<file path="config.mk">
export PLATFORM = sky130hd
export DESIGN_NAME = cia_adder
export DESIGN_NICKNAME = d
export VERILOG_FILES = /design/src/rtl/cia_pkg.sv /design/src/rtl/cia_pg_stage.sv /design/src/rtl/cia_group.sv /design/src/rtl/cia_sum_stage.sv /design/src/rtl/cia_adder.sv
export SDC_FILE = /design/constraint.sdc
export NUM_CORES = 1
export LEC_CHECK = 0
export BUFFER_PORTS_ARGS = -buffer_cell sky130_fd_sc_hd__buf_2
export CAP_MARGIN = 30
export CORE_ASPECT_RATIO = 1.2
export CORE_MARGIN = 2
export CORE_UTILIZATION = 31
export DETAILED_ROUTE_END_ITERATION = 16
export PLACE_DENSITY = 0.67
export SETUP_SLACK_MARGIN = 0.5
export SLEW_MARGIN = 20
export SYNTH_ARGS = -nofsm -noshare
export SYNTH_HDL_FRONTEND = slang
export SYNTH_SLANG_ARGS = --single-unit
export TNS_END_PERCENT = 5
</file>
<file path="constraint.sdc">
create_clock -name vclk -period 6.8
set_clock_uncertainty 0.2 [all_clocks]
set_input_delay 1.36 -clock vclk [all_inputs]
set_output_delay 1.36 -clock vclk [all_outputs]
set_load 0.005 [all_outputs]
</file>
<file path="src/rtl/cia_pkg.sv">
package cia_pkg;

   localparam int PFX_SERIAL   = 0;
   localparam int PFX_PARALLEL = 1;

   // number of groups needed to cover width bits
   function automatic int grp_count(input int width, input int first, input int step);
      int lo;
      int n;
      lo = 0;
      n  = 0;
      while (lo < width) begin
         lo = lo + first + n * step;
         n  = n + 1;
      end
      return n;
   endfunction

   // lowest bit index of group g
   function automatic int grp_lo(input int g, input int first, input int step);
      int lo;
      lo = 0;
      for (int n = 0; n < g; n++) lo = lo + first + n * step;
      return lo;
   endfunction

   // bit count of group g; last group takes the remainder
   function automatic int grp_size(input int g, input int width, input int first, input int step);
      int ng;
      ng = grp_count(width, first, step);
      if (g == ng - 1) return width - grp_lo(g, first, step);
      return first + g * step;
   endfunction

endpackage

</file>
<file path="src/rtl/cia_pg_stage.sv">
module cia_pg_stage #(
   parameter int WIDTH = 32
) (
   input  logic [WIDTH-1:0] a_i,
   input  logic [WIDTH-1:0] b_i,
   output logic [WIDTH-1:0] gen_o,
   output logic [WIDTH-1:0] prop_o
);
   if (WIDTH < 1) begin : g_bad_width
      $error("cia_pg_stage: WIDTH must be at least 1");
   end

   for (genvar i = 0; i < WIDTH; i++) begin : g_bit
      assign gen_o[i]  = a_i[i] & b_i[i];
      assign prop_o[i] = a_i[i] ^ b_i[i];
   end
endmodule

</file>
<file path="src/rtl/cia_group.sv">
module cia_group #(
   parameter int SZ        = 4,
   parameter int PFX_STYLE = cia_pkg::PFX_SERIAL
) (
   input  logic [SZ-1:0] gen_i,
   input  logic [SZ-1:0] prop_i,
   input  logic          gcin_i,
   output logic [SZ-1:0] cbit_o,
   output logic          grp_gen_o,
   output logic          grp_prop_o
);
   if (SZ < 1) begin : g_bad_sz
      $error("cia_group: SZ must be at least 1");
   end
   if (PFX_STYLE != cia_pkg::PFX_SERIAL && PFX_STYLE != cia_pkg::PFX_PARALLEL) begin : g_bad_style
      $error("cia_group: unknown PFX_STYLE");
   end

   logic [SZ-1:0] loc_c;   // carry out of bit i, group carry-in assumed zero
   logic [SZ-1:0] loc_p;   // propagate from group base up to bit i

   if (PFX_STYLE == cia_pkg::PFX_SERIAL) begin : g_serial
      assign loc_c[0] = gen_i[0];
      assign loc_p[0] = prop_i[0];
      for (genvar i = 1; i < SZ; i++) begin : g_chain
         assign loc_c[i] = gen_i[i] | (prop_i[i] & loc_c[i-1]);
         assign loc_p[i] = prop_i[i] & loc_p[i-1];
      end
   end else begin : g_parallel
      always_comb begin
         for (int i = 0; i < SZ; i++) begin
            logic acc_c;
            logic acc_p;
            acc_c = 1'b0;
            acc_p = 1'b1;
            for (int j = 0; j <= i; j++) begin
               logic term;
               term = gen_i[j];
               for (int k = j + 1; k <= i; k++) term = term & prop_i[k];
               acc_c = acc_c | term;
               acc_p = acc_p & prop_i[j];
            end
            loc_c[i] = acc_c;
            loc_p[i] = acc_p;
         end
      end
   end

   // increment stage: fold the real group carry into every local carry
   for (genvar i = 0; i < SZ; i++) begin : g_inc
      assign cbit_o[i] = loc_c[i] | (loc_p[i] & gcin_i);
   end

   assign grp_gen_o  = loc_c[SZ-1];
   assign grp_prop_o = loc_p[SZ-1];

   // a full propagate prefix never coexists with a local generate
   always_comb begin
      for (int i = 0; i < SZ; i++) begin
         p_local_excl_r1: assert (!(loc_c[i] && loc_p[i]))
            else $error("local carry and propagate both set at bit %0d", i);
      end
   end

   // a fully propagating group hands its incoming carry straight on
   always_comb begin
      if (grp_prop_o) begin
         p_prop_pass_r6: assert (cbit_o[SZ-1] == gcin_i)
            else $error("propagating group altered its carry");
      end
   end
endmodule

</file>
<file path="src/rtl/cia_sum_stage.sv">
module cia_sum_stage #(
   parameter int WIDTH = 32
) (
   input  logic [WIDTH-1:0] prop_i,
   input  logic [WIDTH-1:0] cin_bits_i,
   output logic [WIDTH-1:0] sum_o
);
   for (genvar i = 0; i < WIDTH; i++) begin : g_bit
      assign sum_o[i] = prop_i[i] ^ cin_bits_i[i];
   end
endmodule

</file>
<file path="src/rtl/cia_adder.sv">
module cia_adder #(
   parameter int WIDTH     = 32,
   parameter int FIRST_GRP = 1,
   parameter int GRP_STEP  = 1,
   parameter int PFX_STYLE = cia_pkg::PFX_SERIAL
) (
   input  logic [WIDTH-1:0] a_i,
   input  logic [WIDTH-1:0] b_i,
   input  logic             cin_i,
   output logic [WIDTH-1:0] sum_o,
   output logic             cout_o
);
   if (WIDTH < 1) begin : g_bad_width
      $error("cia_adder: WIDTH must be at least 1");
   end
   if (FIRST_GRP < 1) begin : g_bad_first
      $error("cia_adder: FIRST_GRP must be at least 1");
   end
   if (GRP_STEP < 0) begin : g_bad_step
      $error("cia_adder: GRP_STEP must not be negative");
   end

   localparam int NGRP = cia_pkg::grp_count(WIDTH, FIRST_GRP, GRP_STEP);

   logic [WIDTH-1:0] gen_b, prop_b, cbit, cin_bits;
   logic [NGRP-1:0]  grp_g, grp_p;
   logic [NGRP:0]    gc;

   cia_pg_stage #(.WIDTH(WIDTH)) u_pg (
      .a_i    (a_i),
      .b_i    (b_i),
      .gen_o  (gen_b),
      .prop_o (prop_b)
   );

   assign gc[0] = cin_i;

   for (genvar g = 0; g < NGRP; g++) begin : g_grp
      localparam int LO = cia_pkg::grp_lo(g, FIRST_GRP, GRP_STEP);
      localparam int SZ = cia_pkg::grp_size(g, WIDTH, FIRST_GRP, GRP_STEP);

      cia_group #(.SZ(SZ), .PFX_STYLE(PFX_STYLE)) u_grp (
         .gen_i      (gen_b[LO +: SZ]),
         .prop_i     (prop_b[LO +: SZ]),
         .gcin_i     (gc[g]),
         .cbit_o     (cbit[LO +: SZ]),
         .grp_gen_o  (grp_g[g]),
         .grp_prop_o (grp_p[g])
      );

      // group carry chain: G | P & carry
      assign gc[g+1] = grp_g[g] | (grp_p[g] & gc[g]);

      assign cin_bits[LO] = gc[g];
      if (SZ > 1) begin : g_inner
         assign cin_bits[LO+1 +: SZ-1] = cbit[LO +: SZ-1];
      end

      // carry leaving the group matches slice arithmetic and the increment stage
      always_comb begin
         logic [SZ:0] slice_sum;
         slice_sum = {1'b0, a_i[LO +: SZ]} + {1'b0, b_i[LO +: SZ]} + {{SZ{1'b0}}, gc[g]};
         p_group_carry_r5: assert (slice_sum[SZ] == gc[g+1])
            else $error("group %0d carry mismatch", g);
         p_inc_chain_r5: assert (cbit[LO+SZ-1] == gc[g+1])
            else $error("group %0d increment and chain disagree", g);
      end
   end

   cia_sum_stage #(.WIDTH(WIDTH)) u_sum (
      .prop_i     (prop_b),
      .cin_bits_i (cin_bits),
      .sum_o      (sum_o)
   );

   assign cout_o = gc[NGRP];

   // complete result equals the arithmetic sum
   always_comb begin
      logic [WIDTH:0] ref_sum;
      ref_sum = {1'b0, a_i} + {1'b0, b_i} + {{WIDTH{1'b0}}, cin_i};
      p_sum_matches_r1: assert ({cout_o, sum_o} == ref_sum)
         else $error("sum mismatch");
   end
endmodule

</file>
==> impl_metrics.toml, run 1 <==
[worst_setup_path]
end_kind = "primary output"
required_ns = 5.24
cp_cell_sequence = "buf_2 > inv_1 > fa_1 > nand2b_1 > a21oi_2 > o211a_1 > o21ai_2 > o21ai_0 > fa_1 > buf_2"
cpPeakStageDelay_ns = 0.48
cp.arrival_ns = 3.64
cp_max_fo = 5
critPathTopFamily = "adder cells"
critPathSlowestCell = "fa_1"
critical_path_class = "in -> out"
crit_buf_inv = 3
start_kind = "input port"

[sta]
maxSlewHeadroom_pct = 73.08
worst_pin_slew_ns = 0.3996
setup_viol = 0
tns_ns = 0
rsz0062_at_grt = "no"
hold_violations = 0
holdWs_ns = 2.874
max_freq_mhz = 192.5
maxSlewViolCount = 0
final.period_utilization_pct = 76.40
period_needed_ns = 5.195

[place]
place_congestion = 0.7868
port_buffers = 98
hpwl_um = 3500
post-place-cells = 350

[route]
viasPerCell = 4.889
drc = 0
drtPass1Iterations = 4
ant_nets = 0
num_vias = 1711
routedWlPerCell_um = 10.82
dr.first_iter.drc_count = 48
wl_um = 3786

[cts]
hold_buffers = 0
cts_setup_buffers = 0
cts_resized = 0

[floorplan]
start_util_pct = 32.14
core_area_um2 = 4594
chipHeight_um = 79.60
rows = 27
dieArea_um2 = 5333
io_pins = 98
die_w_um = 67

[layout]
nFillCells = 492
nClkBuffers = 0
layout-drive-gt1-share_pct = 35.27
layout_common_cells = "buf_2 (98), ha_1 (31), inv_1 (28), nor2_1 (16), xnor2_1 (14)"
fin_cells = 350
ff_latch_area_um2 = 0
multi_input_area_um2 = 1368
seq_cell_count = 0
antenna_cells = 0
nNetsFinal = 398
final_common_cell = "buf_2"
area_growth_pct = 37.88

[worst_hold_path]
holdPathStages = 3
hold_start = "b_i[28]"
hp-class = "in -> out"
whs_endpoint = "sum_o[28]"

[global_routing]
grt_antenna_before_repair = 0
grt_first_pass_wirelength_um = 6272
grt_usage_pct = 13.93
grt_max_degree = 9
grt_pass1_vias = 1631
grt_overflow = 0

[logic_synthesis]
synth_largest_area_cell = "ha_1"
synthTopCellsByArea = "ha_1 (26%), fa_1 (11%), xnor2_1 (8.3%)"
synth_area_per_cell_um2 = 7.571
syn_area_um2 = 1476
synth_top_area_share_pct = 26.27
syn-num-nets = 299
synth-seq-area-share_pct = 0
yosysWarnings = 0
synthCells = 195
ys_types = 39

[power_and_ir_drop]
seqPwrFrac_pct = 0
pwr-share-comb_pct = 100.0
vdd_drop_max_mv = 0.04199
p_int_mw = 0.1007
leakage_nw = 1.143
power_mw = 0.1987
clkPwrFrac_pct = 0
powerDensity_nw_per_um2 = 97.62
p_sw_mw = 0.09805
swShare_pct = 49.34

[flow_run]
maxCapViolations = 0

[outcome]
status = "completed"
[metrics by stage]
| step | setup slack, ns | util, % | area (µm²) |
|---|---|---|---|
| 2_1_floorplan | 1.932 | - | 1476 |
| 5_1_grt | 1.371 | 44.31 | 2036 |
| 3_5_place_dp | 1.565 | 44.31 | 2036 |
| 3_3_place_gp | 1.604 | 44.31 | 2036 |
| 6_report | 1.605 | 44.31 | 2036 |
| 4_1_cts | 1.571 | 44.31 | 2036 |
[worst max-delay path by stage]
stage                  from   endpoint  slack, ns  depth (start not counted)
floorplan           a_i[25]  sum_o[29]       1.93                          9
global placement     a_i[0]  sum_o[28]       1.60                         10
detailed placement   a_i[0]  sum_o[28]       1.56                         10
CTS                  a_i[0]  sum_o[28]       1.57                         10
global route         a_i[0]  sum_o[28]       1.37                         10
finish               a_i[0]  sum_o[28]       1.60                         10
[synth_stat cells]
master and number:
a2111o_1 1, a211o_1 1, a211oi_1 1, a21o_1 4
a21oi_1 13, a21oi_2 2, a311o_1 1, a311o_2 1
a31oi_1 2, a32o_1 1, a41oi_1 1, and3_1 1
and4_1 2, clkbuf_1 1, fa_1 8, ha_1 31
inv_1 28, nand2_1 7, nand2b_1 3, nand3_1 3
nand3b_1 1, nand4_1 5, nand4b_1 1, nor2_1 16
nor2b_1 2, nor3_1 7, o211a_1 3, o211ai_1 3
o21a_1 4, o21ai_0 11, o21ai_2 1, o21ba_2 1
o21bai_1 3, o22ai_1 1, o41ai_1 1, or2_1 2
or3_1 1, xnor2_1 14, xor2_1 6
[power groups by stage]
stage          combinational (mW)  clock, mW  sequential [mW]
5_1_grt                     0.225          0                0
3_3_place_gp                0.197          0                0
2_1_floorplan               0.121          0                0
4_1_cts                     0.202          0                0
3_5_place_dp                0.201          0                0
6_report                    0.199          0                0
[logic make-up after synthesis]
group / Yosys count / synth area share, %
xor+xnor: 20 / 11.86
buf+inv: 29 / 7.373
compound gates: 56 / 26.19
fa+ha+maj: 39 / 37.12
simple gates: 51 / 17.46
[cell type report]
class	count	area share [%]
Inverter	28	5.163
Multi-Input combinational cell	166	67.18
Tap cell	58	3.565
Timing Repair Buffer	98	24.09
[per-layer routing]
layer | up-vias | global-route usage [%] | wire length, µm
met1 | 747 | 16.75 | 1557
li1 | 905 | - | -
met5 | - | 0 | 0
met4 | 0 | 0 | 0
met3 | 0 | 0.4231 | 265
met2 | 59 | 28.12 | 1963
Power figures use the tool's default switching activity.
==> run 2: changes to the inputs <==
==> constraint.sdc (replaced) <==
create_clock -name vclk -period 5.03
set_clock_uncertainty 0.2 [all_clocks]
set_input_delay 1.006 -clock vclk [all_inputs]
set_output_delay 1.006 -clock vclk [all_outputs]
set_load 0.005 [all_outputs]
==> run 2 against run 1 <==
- worst setup slack worse by 0.98 ns
- sequential share of layout area unchanged
- first-iteration DRC count down 44%
- die area unchanged
- design area up 0.55%
- via count up 1.1%
- critical path depth unchanged
- critical endpoint is now sum_o[20]
- highest routed layer unchanged
==> impl_metrics.toml, run 2 (same netlist as run 1, synthesis figures left out) <==
[outcome]
status = "completed"

[cts]
cts_setup_buffers = 0
hold_buffers = 0

[layout]
multi_input_area_um2 = 1379
seq_cell_count = 0
layout-drive-gt1-share_pct = 35.62
nNetsFinal = 398
ff_latch_area_um2 = 0
final_core_util_pct = 44.55
final_common_cell = "buf_2"
area_growth_pct = 38.64
nFillCells = 504
antenna_cells = 0
stdcell_area_um2 = 2047
fin_cells = 350
nClkBuffers = 0
layout_common_cells = "buf_2 (98), ha_1 (31), inv_1 (28), nor2_1 (16), xnor2_1 (14)"

[route]
wl_um = 3855
routedWlPerCell_um = 11.01
num_vias = 1730
viasPerCell = 4.943
ant_nets = 0
dr.first_iter.drc_count = 27
drtPass1Iterations = 4
drc = 0

[sta]
tns_ns = 0
final.period_utilization_pct = 87.56
rsz0062_at_grt = "yes"
period_needed_ns = 4.404
holdWs_ns = 2.164
max_freq_mhz = 227.0
setup_viol = 0
worst_pin_slew_ns = 0.3575
maxSlewViolCount = 0
hold_violations = 0
worst_slack_ns = 0.6257
maxSlewHeadroom_pct = 75.86

[power_and_ir_drop]
clkPwrFrac_pct = 0
p_sw_mw = 0.1335
seqPwrFrac_pct = 0
vdd_drop_max_mv = 0.05608
p_int_mw = 0.1368
power_mw = 0.2702
pwr-share-comb_pct = 100.0
swShare_pct = 49.39
leakage_nw = 1.145
powerDensity_nw_per_um2 = 132.0

[global_routing]
grt_first_pass_wirelength_um = 6437
grt_pass1_vias = 1635
grt_max_degree = 9
grt_overflow = 0
grt_antenna_before_repair = 0
grt_usage_pct = 14.27

[worst_setup_path]
end_kind = "primary output"
cp_max_fo = 3
critical_path_class = "in -> out"
start_kind = "input port"
required_ns = 3.82
cp.arrival_ns = 3.20

[floorplan]
start_util_pct = 32.14
io_pins = 98
dieArea_um2 = 5333
rows = 27
chipHeight_um = 79.60
core_area_um2 = 4594
die_w_um = 67

[place]
place_ws_ns = 0.4665
place_congestion = 0.7785
post-place-cells = 350
port_buffers = 98
hpwl_um = 3571
place_area_um2 = 2036

[worst_hold_path]
hp-class = "in -> out"

[flow_run]
maxCapViolations = 0
-- run 2: cell types whose count changed in the layout (fill, tap and decap cells not counted) --
cell,delta
o21ai_4,+1
o21ai_0,-1
-- run 2: timing repair --
action | 4_1_cts | 5_1_grt
gates resized for setup | 1 | 2
gates cloned | 0 | 0
setup endpoints to repair | 2 | 2
-- run 2: final cells by class --
cell class	instances	share of cell area, %
tap	58	3.545
timing repair buffer	98	23.96
multi-input combinational	166	67.36
inverter	28	5.134
-- run 2: per-layer routing --
metal / global-route usage [%] / vias to the layer above / wire length, µm
met1: 16.82 / 773 / 1529
met3: 0.7052 / 0 / 289
met5: 0 / - / 0
met4: 0 / 0 / 0
li1: - / 898 / -
met2: 29.01 / 59 / 2036
-- run 2: power by group through the flow --
stage	clock network, mW	logic [mW]	registers [mW]
2_1_floorplan	0	0.164	0
3_3_place_gp	0	0.266	0
3_5_place_dp	0	0.271	0
4_1_cts	0	0.273	0
5_1_grt	0	0.306	0
6_report	0	0.270	0
-- run 2: final timing paths --
check / start / slack, ns / depth (start not counted) / end
setup / recovery: a_i[7] / 0.63 / 10 / sum_o[20]
hold / removal: b_i[28] / 2.16 / 3 / sum_o[28]
-- run 2: worst max-delay path, cell delays in order --
cell	delay, ns
buf_2	0.10
ha_1	0.33
a21oi_1	0.18
o21ai_0	0.15
a211o_1	0.35
or2_1	0.26
a311o_2	0.39
a21oi_2	0.16
xnor2_1	0.13
buf_2	0.14
